**src/rtl/mulaw_conf_adder.sv**
```systemverilog
module mulaw_conf_adder #(
  parameter int CODE_W = 8
) (
  input  logic              clk,
  input  logic              rst,
  input  logic              in_vld,
  input  logic [CODE_W-1:0] op_a,
  input  logic [CODE_W-1:0] op_b,
  output logic              out_vld,
  output logic [CODE_W-1:0] out_code
);

  localparam int LIN_W   = 14;
  localparam int SUM_W   = LIN_W + 1;
  localparam int BIAS    = 33;
  localparam int SEGS    = 8;
  localparam int MAX_MAG = ((2 * 15 + BIAS) << (SEGS - 1)) - BIAS;

  function automatic logic signed [LIN_W-1:0] expand(input logic [CODE_W-1:0] c);
    logic [LIN_W-1:0] seg_base;
    logic [LIN_W-1:0] mag;
    seg_base = {9'd0, c[3:0], 1'b0} + LIN_W'(BIAS);
    mag      = (seg_base << c[6:4]) - LIN_W'(BIAS);
    return c[7] ? -$signed(mag) : $signed(mag);
  endfunction

  logic signed [LIN_W-1:0] lin_a, lin_b;
  logic signed [SUM_W-1:0] lin_sum;

  assign lin_a   = expand(op_a);
  assign lin_b   = expand(op_b);
  assign lin_sum = $signed({lin_a[LIN_W-1], lin_a}) + $signed({lin_b[LIN_W-1], lin_b});

  logic                    s1_vld;
  logic signed [SUM_W-1:0] s1_sum;

  always_ff @(posedge clk) begin
    if (rst) begin
      s1_vld <= 1'b0;
      s1_sum <= '0;
    end else begin
      s1_vld <= in_vld;
      s1_sum <= lin_sum;
    end
  end

  logic [SUM_W-1:0]  abs_sum, biased, shifted, step;
  logic [2:0]        seg;
  logic [3:0]        mant;
  logic              sat;
  logic [CODE_W-2:0] code_mag;
  logic [CODE_W-1:0] enc;

  assign abs_sum = s1_sum[SUM_W-1] ? SUM_W'(-s1_sum) : SUM_W'(s1_sum);
  assign biased  = abs_sum + SUM_W'(BIAS);

  always_comb begin
    seg = 3'd0;
    for (int e = 1; e < SEGS; e++)
      if (biased >= SUM_W'(BIAS << e)) seg = 3'(e);
  end

  assign shifted  = biased >> seg;
  assign step     = (shifted - SUM_W'(BIAS)) >> 1;
  assign mant     = (step > SUM_W'(15)) ? 4'hF : step[3:0];
  assign sat      = abs_sum > SUM_W'(MAX_MAG);
  assign code_mag = sat ? '1 : {seg, mant};
  assign enc      = (code_mag == '0) ? '0 : {s1_sum[SUM_W-1], code_mag};

  always_ff @(posedge clk) begin
    if (rst) begin
      out_vld  <= 1'b0;
      out_code <= '0;
    end else begin
      out_vld  <= s1_vld;
      out_code <= enc;
    end
  end


  vld_stage1_chk: assert property (@(posedge clk) disable iff (rst)
    in_vld |=> s1_vld);

  idle_stage1_chk: assert property (@(posedge clk) disable iff (rst)
    !in_vld |=> !s1_vld);

  vld_out_chk: assert property (@(posedge clk) disable iff (rst)
    s1_vld |=> out_vld);

  sat_pos_chk: assert property (@(posedge clk) disable iff (rst)
    (s1_vld && s1_sum > SUM_W'(MAX_MAG)) |=> (out_code == 8'h7F));

  sat_neg_chk: assert property (@(posedge clk) disable iff (rst)
    (s1_vld && s1_sum < -SUM_W'(MAX_MAG)) |=> (out_code == 8'hFF));

  pos_sign_chk: assert property (@(posedge clk) disable iff (rst)
    (s1_vld && !s1_sum[SUM_W-1]) |=> !out_code[7]);

  zero_sign_chk: assert property (@(posedge clk) disable iff (rst)
    (out_vld && out_code[6:0] == 7'd0) |-> !out_code[7]);

endmodule

```
**config.mk**
```make
export PLATFORM = sky130hd
export DESIGN_NAME = mulaw_conf_adder
export DESIGN_NICKNAME = d
export VERILOG_FILES = /design/src/rtl/mulaw_conf_adder.sv
export SDC_FILE = /design/constraint.sdc
export NUM_CORES = 1
export LEC_CHECK = 0
export ABC_AREA = 0
export ABC_CLOCK_PERIOD_IN_PS = 6300
export BUFFER_PORTS_ARGS = -buffer_cell sky130_fd_sc_hd__buf_2
export CELL_PAD_IN_SITES_DETAIL_PLACEMENT = 1
export CELL_PAD_IN_SITES_GLOBAL_PLACEMENT = 1
export CORE_MARGIN = 2
export CORE_UTILIZATION = 47
export DETAILED_ROUTE_END_ITERATION = 10
export PLACE_DENSITY_LB_ADDON = 0.1
export SLEW_MARGIN = 20
export SYNTH_ARGS = -nofsm -noshare
export SYNTH_HDL_FRONTEND = slang
export SYNTH_SLANG_ARGS = --single-unit
```
**constraint.sdc**
```tcl
create_clock -name clk -period 6.3 [get_ports clk]
set_input_delay 0.63 -clock clk [delete_from_list [all_inputs] [get_ports clk]]
set_output_delay 0.63 -clock clk [all_outputs]
set_load 0.01 [all_outputs]
```
Word-level counts from Yosys, hierarchy flattened. Cells that the tools add are included.

Memory bits (read-only): 0. Logic and storage cells: 40. Bits in latches: 0. Memories: 0. RAM bits: 0. Input bits: 19. Output and inout bits: 9. Flip-flop bits (word level): 25.

Div/mod/pow operators: 0. Reduce and logical (&&, ||, !) cells: 2. Bitwise logic cells: 0. Shifts and indexed selects: 3. Muxes and demuxes: 12. Add/sub/neg operators: 10. $mul: 0. Magnitude comparators: 9. Eq/ne operators: 0.

Operator list (number): 14-bit 2-to-1 mux (2); 14-bit negator (2); 7-bit by 3-bit left shift with 14-bit output (2); 14-bit by 6-bit subtractor with 14-bit output, second input constant (2); 14-bit by 14-bit adder with 15-bit output (1); 15-bit by 6-bit adder with 15-bit output, second input constant (1); 15-bit by 10-bit greater-or-equal comparator with 1-bit output, second input constant (1); 15-bit by 11-bit greater-or-equal comparator with 1-bit output, second input constant (1); 15-bit by 12-bit greater-or-equal comparator with 1-bit output, second input constant (1); 15-bit by 13-bit greater-or-equal comparator with 1-bit output, second input constant (1); 15-bit by 7-bit greater-or-equal comparator with 1-bit output, second input constant (1); 15-bit by 8-bit greater-or-equal comparator with 1-bit output, second input constant (1); 15-bit by 9-bit greater-or-equal comparator with 1-bit output, second input constant (1); 15-bit by 13-bit > comparator with 1-bit output, second input constant (1); 15-bit 2-to-1 mux (1); 3-bit 2-to-1 mux (5); 15-bit negator (1); 15-bit by 3-bit >> shifter with 15-bit output (1); 15-bit by 6-bit subtractor with 15-bit output, second input constant (1); 5-bit by 6-bit adder with 7-bit output, second input constant (2); 14-bit by 4-bit > comparator with 1-bit output, second input constant (1); 7-bit zero test (1); 7-bit 2-to-1 mux (1); 4-bit 2-to-1 mux (1); 3 further kinds (3).

Longest topological paths before layout. Gate-level depths: netlist of the first run.

Depth after elaboration: 18. Depth in mapped cells: 28. Gate-level depth less buffers: 26.

Worst setup path after synthesis of the first run. OpenSTA, ideal clock, no wires.

Path type: flip-flop to flip-flop. Start point: reg s1_sum[0]. End point: reg out_code[3]. Data arrival time: 5.462 ns. Slack: 0.751 ns. Required time: 6.213 ns. Buffers on the path: 1. Clock period less this slack: 5.549 ns. Cell stages (with the launch flop): 23. Setup time: 0.087 ns. Cell sequence: dfxtp_1 > clkbuf_1 > inv_1 > ha_1 > nand2_1 > o21ai_0 > ha_1 > and4b_1 > a41oi_1 > o211ai_1 > o21ai_1 > nor4_1 > o221ai_2 > or3_4 > o31ai_4 > nand2_4 > mux4_2 > mux2i_4 > ha_1 > a21oi_2 > o41ai_2 > o21ai_1 > o31ai_1.

Cells in the longest elaborated chain, start to end: 18. Elaborated cells on any way between the ends: 25. Those cells by class: 3 x add/sub; 9 x order compare; 1 x shift; 10 x mux; 2 x reduce/logical.

Ends and longest elaborated chain: start, declared (RTL line 35) `logic signed [SUM_W-1:0] s1_sum;`; start signal, assigned (RTL line 43) `s1_sum <= lin_sum;`; 15-bit negator (RTL line 54) `assign abs_sum = s1_sum[SUM_W-1] ? SUM_W'(-s1_sum) : SUM_W'(s1_sum);`; 15-bit 2-to-1 mux (*) (RTL line 54); 15-bit by 6-bit adder with 15-bit output (RTL line 55) `assign biased = abs_sum + SUM_W'(BIAS);`; 15-bit by 7-bit greater-or-equal comparator with 1-bit output (RTL line 60) `if (biased >= SUM_W'(BIAS << e)) seg = 3'(e);`; 1-bit 2-to-1 mux (RTL line 60); 2-bit 2-to-1 mux (RTL line 60); 3-bit 2-to-1 mux (5 in series) (RTL line 60); 15-bit by 3-bit >> shifter with 15-bit output (RTL line 63) `assign shifted = biased >> seg;`; 15-bit by 6-bit subtractor with 15-bit output (RTL line 64) `assign step = (shifted - SUM_W'(BIAS)) >> 1;`; 14-bit by 4-bit > comparator with 1-bit output (RTL line 65) `assign mant = (step > SUM_W'(15)) ? 4'hF : step[3:0];`; 4-bit 2-to-1 mux (RTL line 65); 7-bit 2-to-1 mux (*) (RTL line 67) `assign code_mag = sat ? '1 : {seg, mant};`; 7-bit zero test (RTL line 68) `assign enc = (code_mag == '0) ? '0 : {s1_sum[SUM_W-1], code_mag};`; 2-bit OR reduction (no line); end signal, assigned (RTL line 76) `out_code <= enc;`; end, declared (RTL line 10) `output logic [CODE_W-1:0] out_code`.

Every way passes the cells marked *; elsewhere a longest branch is shown, timed or not. A chain may end at the register's enable or synchronous reset.

Final worst setup path of the first run.
Start point: reg s1_sum[1]. End point: reg out_code[3].

Same word-level chain as after synthesis.

==> impl_metrics.tcl, run 1 <==
set metrics [dict create \
    status "finished clean" \
    fp.dieW_um 102.4 \
    synth_compound_area_share_pct 29.77 \
    antenna_found_initial 0 \
    gp_congestion 0.9455 \
    syn_area_per_cell_um2 7.354 \
    fin_util_pct 52.80 \
    diodes 0 \
    max-slew-margin-rel_pct 35.77 \
    min_period_ps 5858 \
    fin_skew_ps 5.779 \
    synth.net_count 663 \
    path_max_fanout 8 \
    numPortBuffers 27 \
    wirelength_um 14240 \
    synthCells 619 \
    finalSetupViolCount 0 \
    synthesis.area_mm2 0.004552 \
    route.detailed.drc 0 \
    placed_area_mm2 0.004825 \
    ant_nets 0 \
    synth_top_family_by_area "compound AO/OA/AOI/OAI gates" \
    start_util_pct 48.80 \
    row_count 35 \
    yosysUniqueCellTypes 84 \
    grt_max_degree 28 \
    fmax_ghz 0.1707 \
    die-area_mm2 0.01049 \
    grt_pass1_wl_um 22600 \
    synth_edf_count 0 \
    p_per_area_mw_per_mm2 521.2 \
    cts_tree "yes" \
    numCtsBuffers 3 \
    ys_warn_count 0 \
    dp_hpwl_um 11710 \
    clk_path_buf_depth 2 \
    rsz0062_at_grt "no" \
    synth_xor_area_share_pct 12.62 \
    via_per_inst 6.248 \
    synth_flop_cell "dfxtp_1" \
    core_mm2 0.009328 \
    fin_area_mm2 0.004925 \
    tightest_slew_ps 955.3 \
    postCtsHoldBufs 0 \
    final_cell_mix "nor2_1 (59), nand2_1 (50), a21oi_1 (44)" \
    h-tree-depth 1 \
    synth_top_cell_area_share_pct 11.00 \
    critPathRequiredTime_ps 6490 \
    dieHeight_um 102.4 \
    final_common_cell "nor2_1" \
    synthMuxAreaShare_pct 7.174 \
    critPathLaunchType "flip-flop" \
    period_share_pct 92.99 \
    cts_root_buffer "clkbuf_8" \
    drive_above_1_share_pct 13.34 \
    vias 4786 \
    cts_sinks 25 \
    async_flop_share_pct 0 \
    synth_fa_ha_area_share_pct 7.037 \
    cap_violations 0 \
    end_kind "flip-flop" \
    grt_pass1_vias 4678 \
    grt-ovfl-total 0 \
    hp-class "reg2reg" \
    synth.ff_latch_count 25 \
    track_usage_pct 26.86 \
    synth_area_leaders "dfxtp_1 (11%), xnor2_1 (7.9%), ha_1 (6.6%), nor2_1 (4.9%), a21oi_1 (4.8%)" \
    yosys.area.top_type "dfxtp_1" \
    wl_per_cell_um 18.59 \
    area_delta_synth_final_pct 8.191 \
    clock_latency_ps 270 \
    clk_pin_slew_ps 80 \
    arrival_ps 6050 \
    io_pins 28 \
    path_class "reg2reg" \
    finalSetupTns_ps 0 \
    hold_violations 0 \
    final_nets 682 \
    nFillCells 1261 \
    yosys.area_share.simple_pct 28.09 \
    slew_viol_final 0 \
    peakVddDrop_mv 0.2035 \
    p_leak_uw 0.001904 \
    synth-seq-area-share_pct 11.00 \
    drt_iter0_drc 138 \
    dr.pass1.iters 5 \
]
==> cell type report <==
cell class	count	area, um2	area share, %
Clock buffer	4	45.04	0.9146
Inverter	26	97.59	1.982
Multi-Input combinational cell	543	3894	79.07
Sequential cell	25	501.7	10.19
Tap cell	129	161.4	3.277
Timing Repair Buffer	39	225.2	4.573
==> timing repair <==
action	in CTS	in global routing
gates resized for setup	0	7
endpoints found under the setup margin	0	5
buffers inserted	0	2
==> logic make-up after synthesis <==
family	Yosys count
mux	28
simple gates	237
xor+xnor	63
flops	25
buf+inv	51
fa+ha+maj	25
compound gates	190
==> cells in the mapped netlist, drive strengths merged, types with 10 or more instances <==
cell type	count
inv	26
dfxtp	25
o21bai	12
o21ai	41
nor3	17
nor2	59
nor2b	16
xnor2	41
nand3	19
ha	24
a31oi	10
nand2	51
a21oi	45
clkbuf	18
xor2	21
nand2b	12
mux2i	19
==> stage by stage <==
stage / total power, uW / worst slack (ps) / instances / hold WS (ps)
floorplan: 1852 / 750.7 / 619 / 413.8
global placement: 2297 / 423.1 / 760 / 421.5
detailed placement: 2381 / 167.9 / 760 / 431.3
CTS: 2490 / 90.19 / 764 / 452.8
global route: 2763 / 82.04 / 766 / 462.4
finish: 2567 / 441.8 / 766 / 447.1
==> routing by layer <==
layer	GRT usage, %	part of all wire [%]	up-vias	routed length, um
met5	0	0	-	0
met4	11.28	4.0	0	569
met2	50.46	51	120	7281
li1	-	-	2316	-
met1	31.89	42	2311	5931
met3	0.8892	3.2	39	458
==> path summary, 6_finish.rpt <==
check	to	depth (start not counted)	slack [ps]	start
worst max-delay path	out_code[3]	22	440	s1_sum[1]
worst min-delay path	out_vld	1	450	s1_vld
worst max register to register	out_code[3]	22	440	s1_sum[1]
worst min register to register	out_vld	1	450	s1_vld
==> critical path: stages, from the launching register on <==
cell	delay [ps]
dfxtp_2	400
inv_1	70
ha_1	310
nand2_1	60
o21ai_0	100
ha_1	280
and4b_1	220
a41oi_1	270
o211ai_1	240
buf_4	230
xor2_4	260
a32oi_1	140
o41a_1	550
o2111ai_1	290
nor4b_4	370
mux2_2	380
a22oi_1	280
o211a_1	300
ha_2	300
a21oi_2	60
o41ai_2	260
o21ai_1	150
o31ai_1	250
==> registers in the layout, summed over array words and instances (netlist names) <==
name,count
out_vld,1
s1_vld,1
s1_sum,15
out_code,8
==> where the power goes <==
part | switching, uW | internal (uW) | leakage [uW]
clock | 48.7 | 45.3 | 0.0000228
sequential | 70.1 | 213 | 0.000209
combinational | 1340 | 855 | 0.00167
total | 1450 | 1110 | 0.00190
(Power assumes the default switching activity.)
==> run 2, diff against run 1 <==
--- a/config.mk
+++ b/config.mk
@@ -12,8 +12,10 @@
 export CELL_PAD_IN_SITES_GLOBAL_PLACEMENT = 1
 export CORE_MARGIN = 2
 export CORE_UTILIZATION = 47
+export CTS_BUF_LIST = sky130_fd_sc_hd__clkbuf_4
 export DETAILED_ROUTE_END_ITERATION = 10
 export PLACE_DENSITY_LB_ADDON = 0.1
+export REMOVE_ABC_BUFFERS = 1
 export SLEW_MARGIN = 20
 export SYNTH_ARGS = -nofsm -noshare
 export SYNTH_HDL_FRONTEND = slang
==> run 2 against run 1 <==
Register-to-register slack worse by 30 ps. Sequential share of layout area is 0.057 points higher. Non-clock buffer count stayed put. Die area stayed put. Setup slack worse by 31 ps. Flip-flop and latch count stayed put. Core utilization is 0.30 points lower. Clock skew is 8.8 ps higher. Critical endpoint is now out_code[2]. Largest power group unchanged.
==> impl_metrics.tcl, run 2 (same netlist as run 1, synthesis figures left out) <==
set metrics [dict create \
    p_per_area_mw_per_mm2 519.2 \
    timing.rr.start "s1_sum[1]" \
    numPortBuffers 27 \
    placed_area_mm2 0.004817 \
    dp_cells 759 \
    critPathRequiredTime_ps 6540 \
    status "finished clean" \
    row_count 35 \
    cts_tree "yes" \
    cap_violations 0 \
    clock_latency_ps 310 \
    vias 4755 \
    grt_max_degree 28 \
    grt-ovfl-total 0 \
    peakVddDrop_mv 0.2157 \
    diodes 0 \
    final_cells 766 \
    hold_slack_ps 459.8 \
    antenna_found_initial 0 \
    cts_sinks 25 \
    whs_path_depth 1 \
    via_per_inst 6.208 \
    arrival_ps 6130 \
    fin_area_mm2 0.004897 \
    area_delta_synth_final_pct 7.587 \
    critPathLaunchType "flip-flop" \
    largest_register "s1_sum" \
    max-slew-margin-rel_pct 37.59 \
    grt_pass1_wl_um 22970 \
    p_leak_uw 0.001893 \
    numCtsBuffers 3 \
    clk_path_buf_depth 2 \
    fp.dieW_um 102.4 \
    finalSetupViolCount 0 \
    track_usage_pct 26.89 \
    fin_skew_ps 14.58 \
    final_cell_mix "nor2_1 (59), nand2_1 (50), a21oi_1 (44)" \
    dr.pass1.iters 5 \
    regToRegSetupSlack_ps 410 \
    core_mm2 0.009328 \
    wirelength_um 13960 \
    gp_congestion 0.9570 \
    path_class "reg2reg" \
    start_util_pct 48.80 \
    reg2regPathDepth 23 \
    dp_hpwl_um 11420 \
    clk_pin_slew_ps 140 \
    ff_latch_area_um2 501.7 \
    drt_iter0_drc 158 \
    final_nets 682 \
    nFillCells 1237 \
    slew_viol_final 0 \
    fmax_ghz 0.1698 \
    tightest_slew_ps 933.3 \
    die-area_mm2 0.01049 \
    ant_nets 0 \
    r2r_end "out_code[2]" \
    hold_end "out_vld" \
    io_pins 28 \
    period_share_pct 93.48 \
    hp-class "reg2reg" \
    final_common_cell "nor2_1" \
    largestRegisters "s1_sum: 15 flops, out_code: 8 flops" \
    wl_per_cell_um 18.22 \
    dieHeight_um 102.4 \
    drive_above_1_share_pct 13.50 \
    min_from "s1_vld" \
    route.detailed.drc 0 \
    grt_pass1_vias 4742 \
    h-tree-depth 1 \
    largest_reg_flops 15 \
    end_kind "flip-flop" \
    path_max_fanout 10 \
    cts_root_buffer "clkbuf_4" \
    multi_input_area_mm2 0.003881 \
    min_period_ps 5889 \
    hold_violations 0 \
]
==> run 2: cell count changes in the layout (fill, tap and decap cells not counted), sizes merged <==
cell / change
clkbuf: -1
clkinvlp: +1
==> run 2: worst max-delay path, cell delays in order (launching register included) <==
cell and delay [ps]:
dfxtp_1 480, inv_1 100, ha_1 310, nand2_1 50, o21ai_0 110, ha_1 320
and4b_1 250, a41oi_1 80, o211ai_1 440, buf_4 210, xor2_2 290, a32oi_1 140
o41a_1 530, o2111ai_1 210, nor4b_4 220, buf_4 190, nand2_4 110, mux4_2 500
mux2i_4 240, ha_2 330, a21oi_2 70, o41ai_2 250, o21ai_1 150, o31ai_1 250
==> run 2: layer usage <==
metal	global-route usage (%)	share of wire [%]
met1	33.48	44
met2	49.29	51
met3	1.026	2.6
met4	9.641	3.3
met5	0	0
==> run 2: how the worst max path moves through the flow <==
stage	start	to	slack (ps)	depth (start not counted)
finish	s1_sum[1]	out_code[2]	410	23
global route	s1_sum[1]	out_code[3]	-40	22
CTS	s1_sum[0]	out_code[2]	210	21
detailed placement	s1_sum[0]	out_code[2]	240	21
global placement	s1_sum[0]	out_code[2]	480	21
floorplan	s1_sum[0]	out_code[2]	850	21
==> run 2: cell type report <==
| class | instances | area share (%) |
|---|---|---|
| well taps | 129 | 3.296 |
| repair buffers | 39 | 4.599 |
| flip-flops and latches | 25 | 10.25 |
| multi-input cells | 543 | 79.25 |
| inverters | 26 | 1.993 |
| clock buffers | 3 | 0.4599 |
| clock inverters | 1 | 0.1533 |
==> run 2: where the power goes <==
| part | switching, uW | internal (uW) |
|---|---|---|
| Clock | 45.9 | 24.2 |
| Sequential | 72.0 | 213 |
| Combinational | 1330 | 857 |
| Total | 1450 | 1090 |
==> run 2: repair_timing <==
| item | 4_1_cts | 5_1_grt |
|---|---|---|
| gates resized for setup | 0 | 6 |
| endpoints found under the setup margin | 0 | 5 |
| hold buffers | 0 | 0 |
| setup buffers | 0 | 3 |
==> run 2: stage by stage <==
stage                     util [%]  power [uW]  TNS, ps  setup slack, ps
after floorplan                  -        1829        0            848.8
after global placement       51.64        2299        0            481.7
after detailed placement     51.64        2361        0            238.6
after CTS                    51.97        2442        0            212.1
after global routing         52.50        2752   -63.07           -38.06
final                        52.50        2543        0            410.5
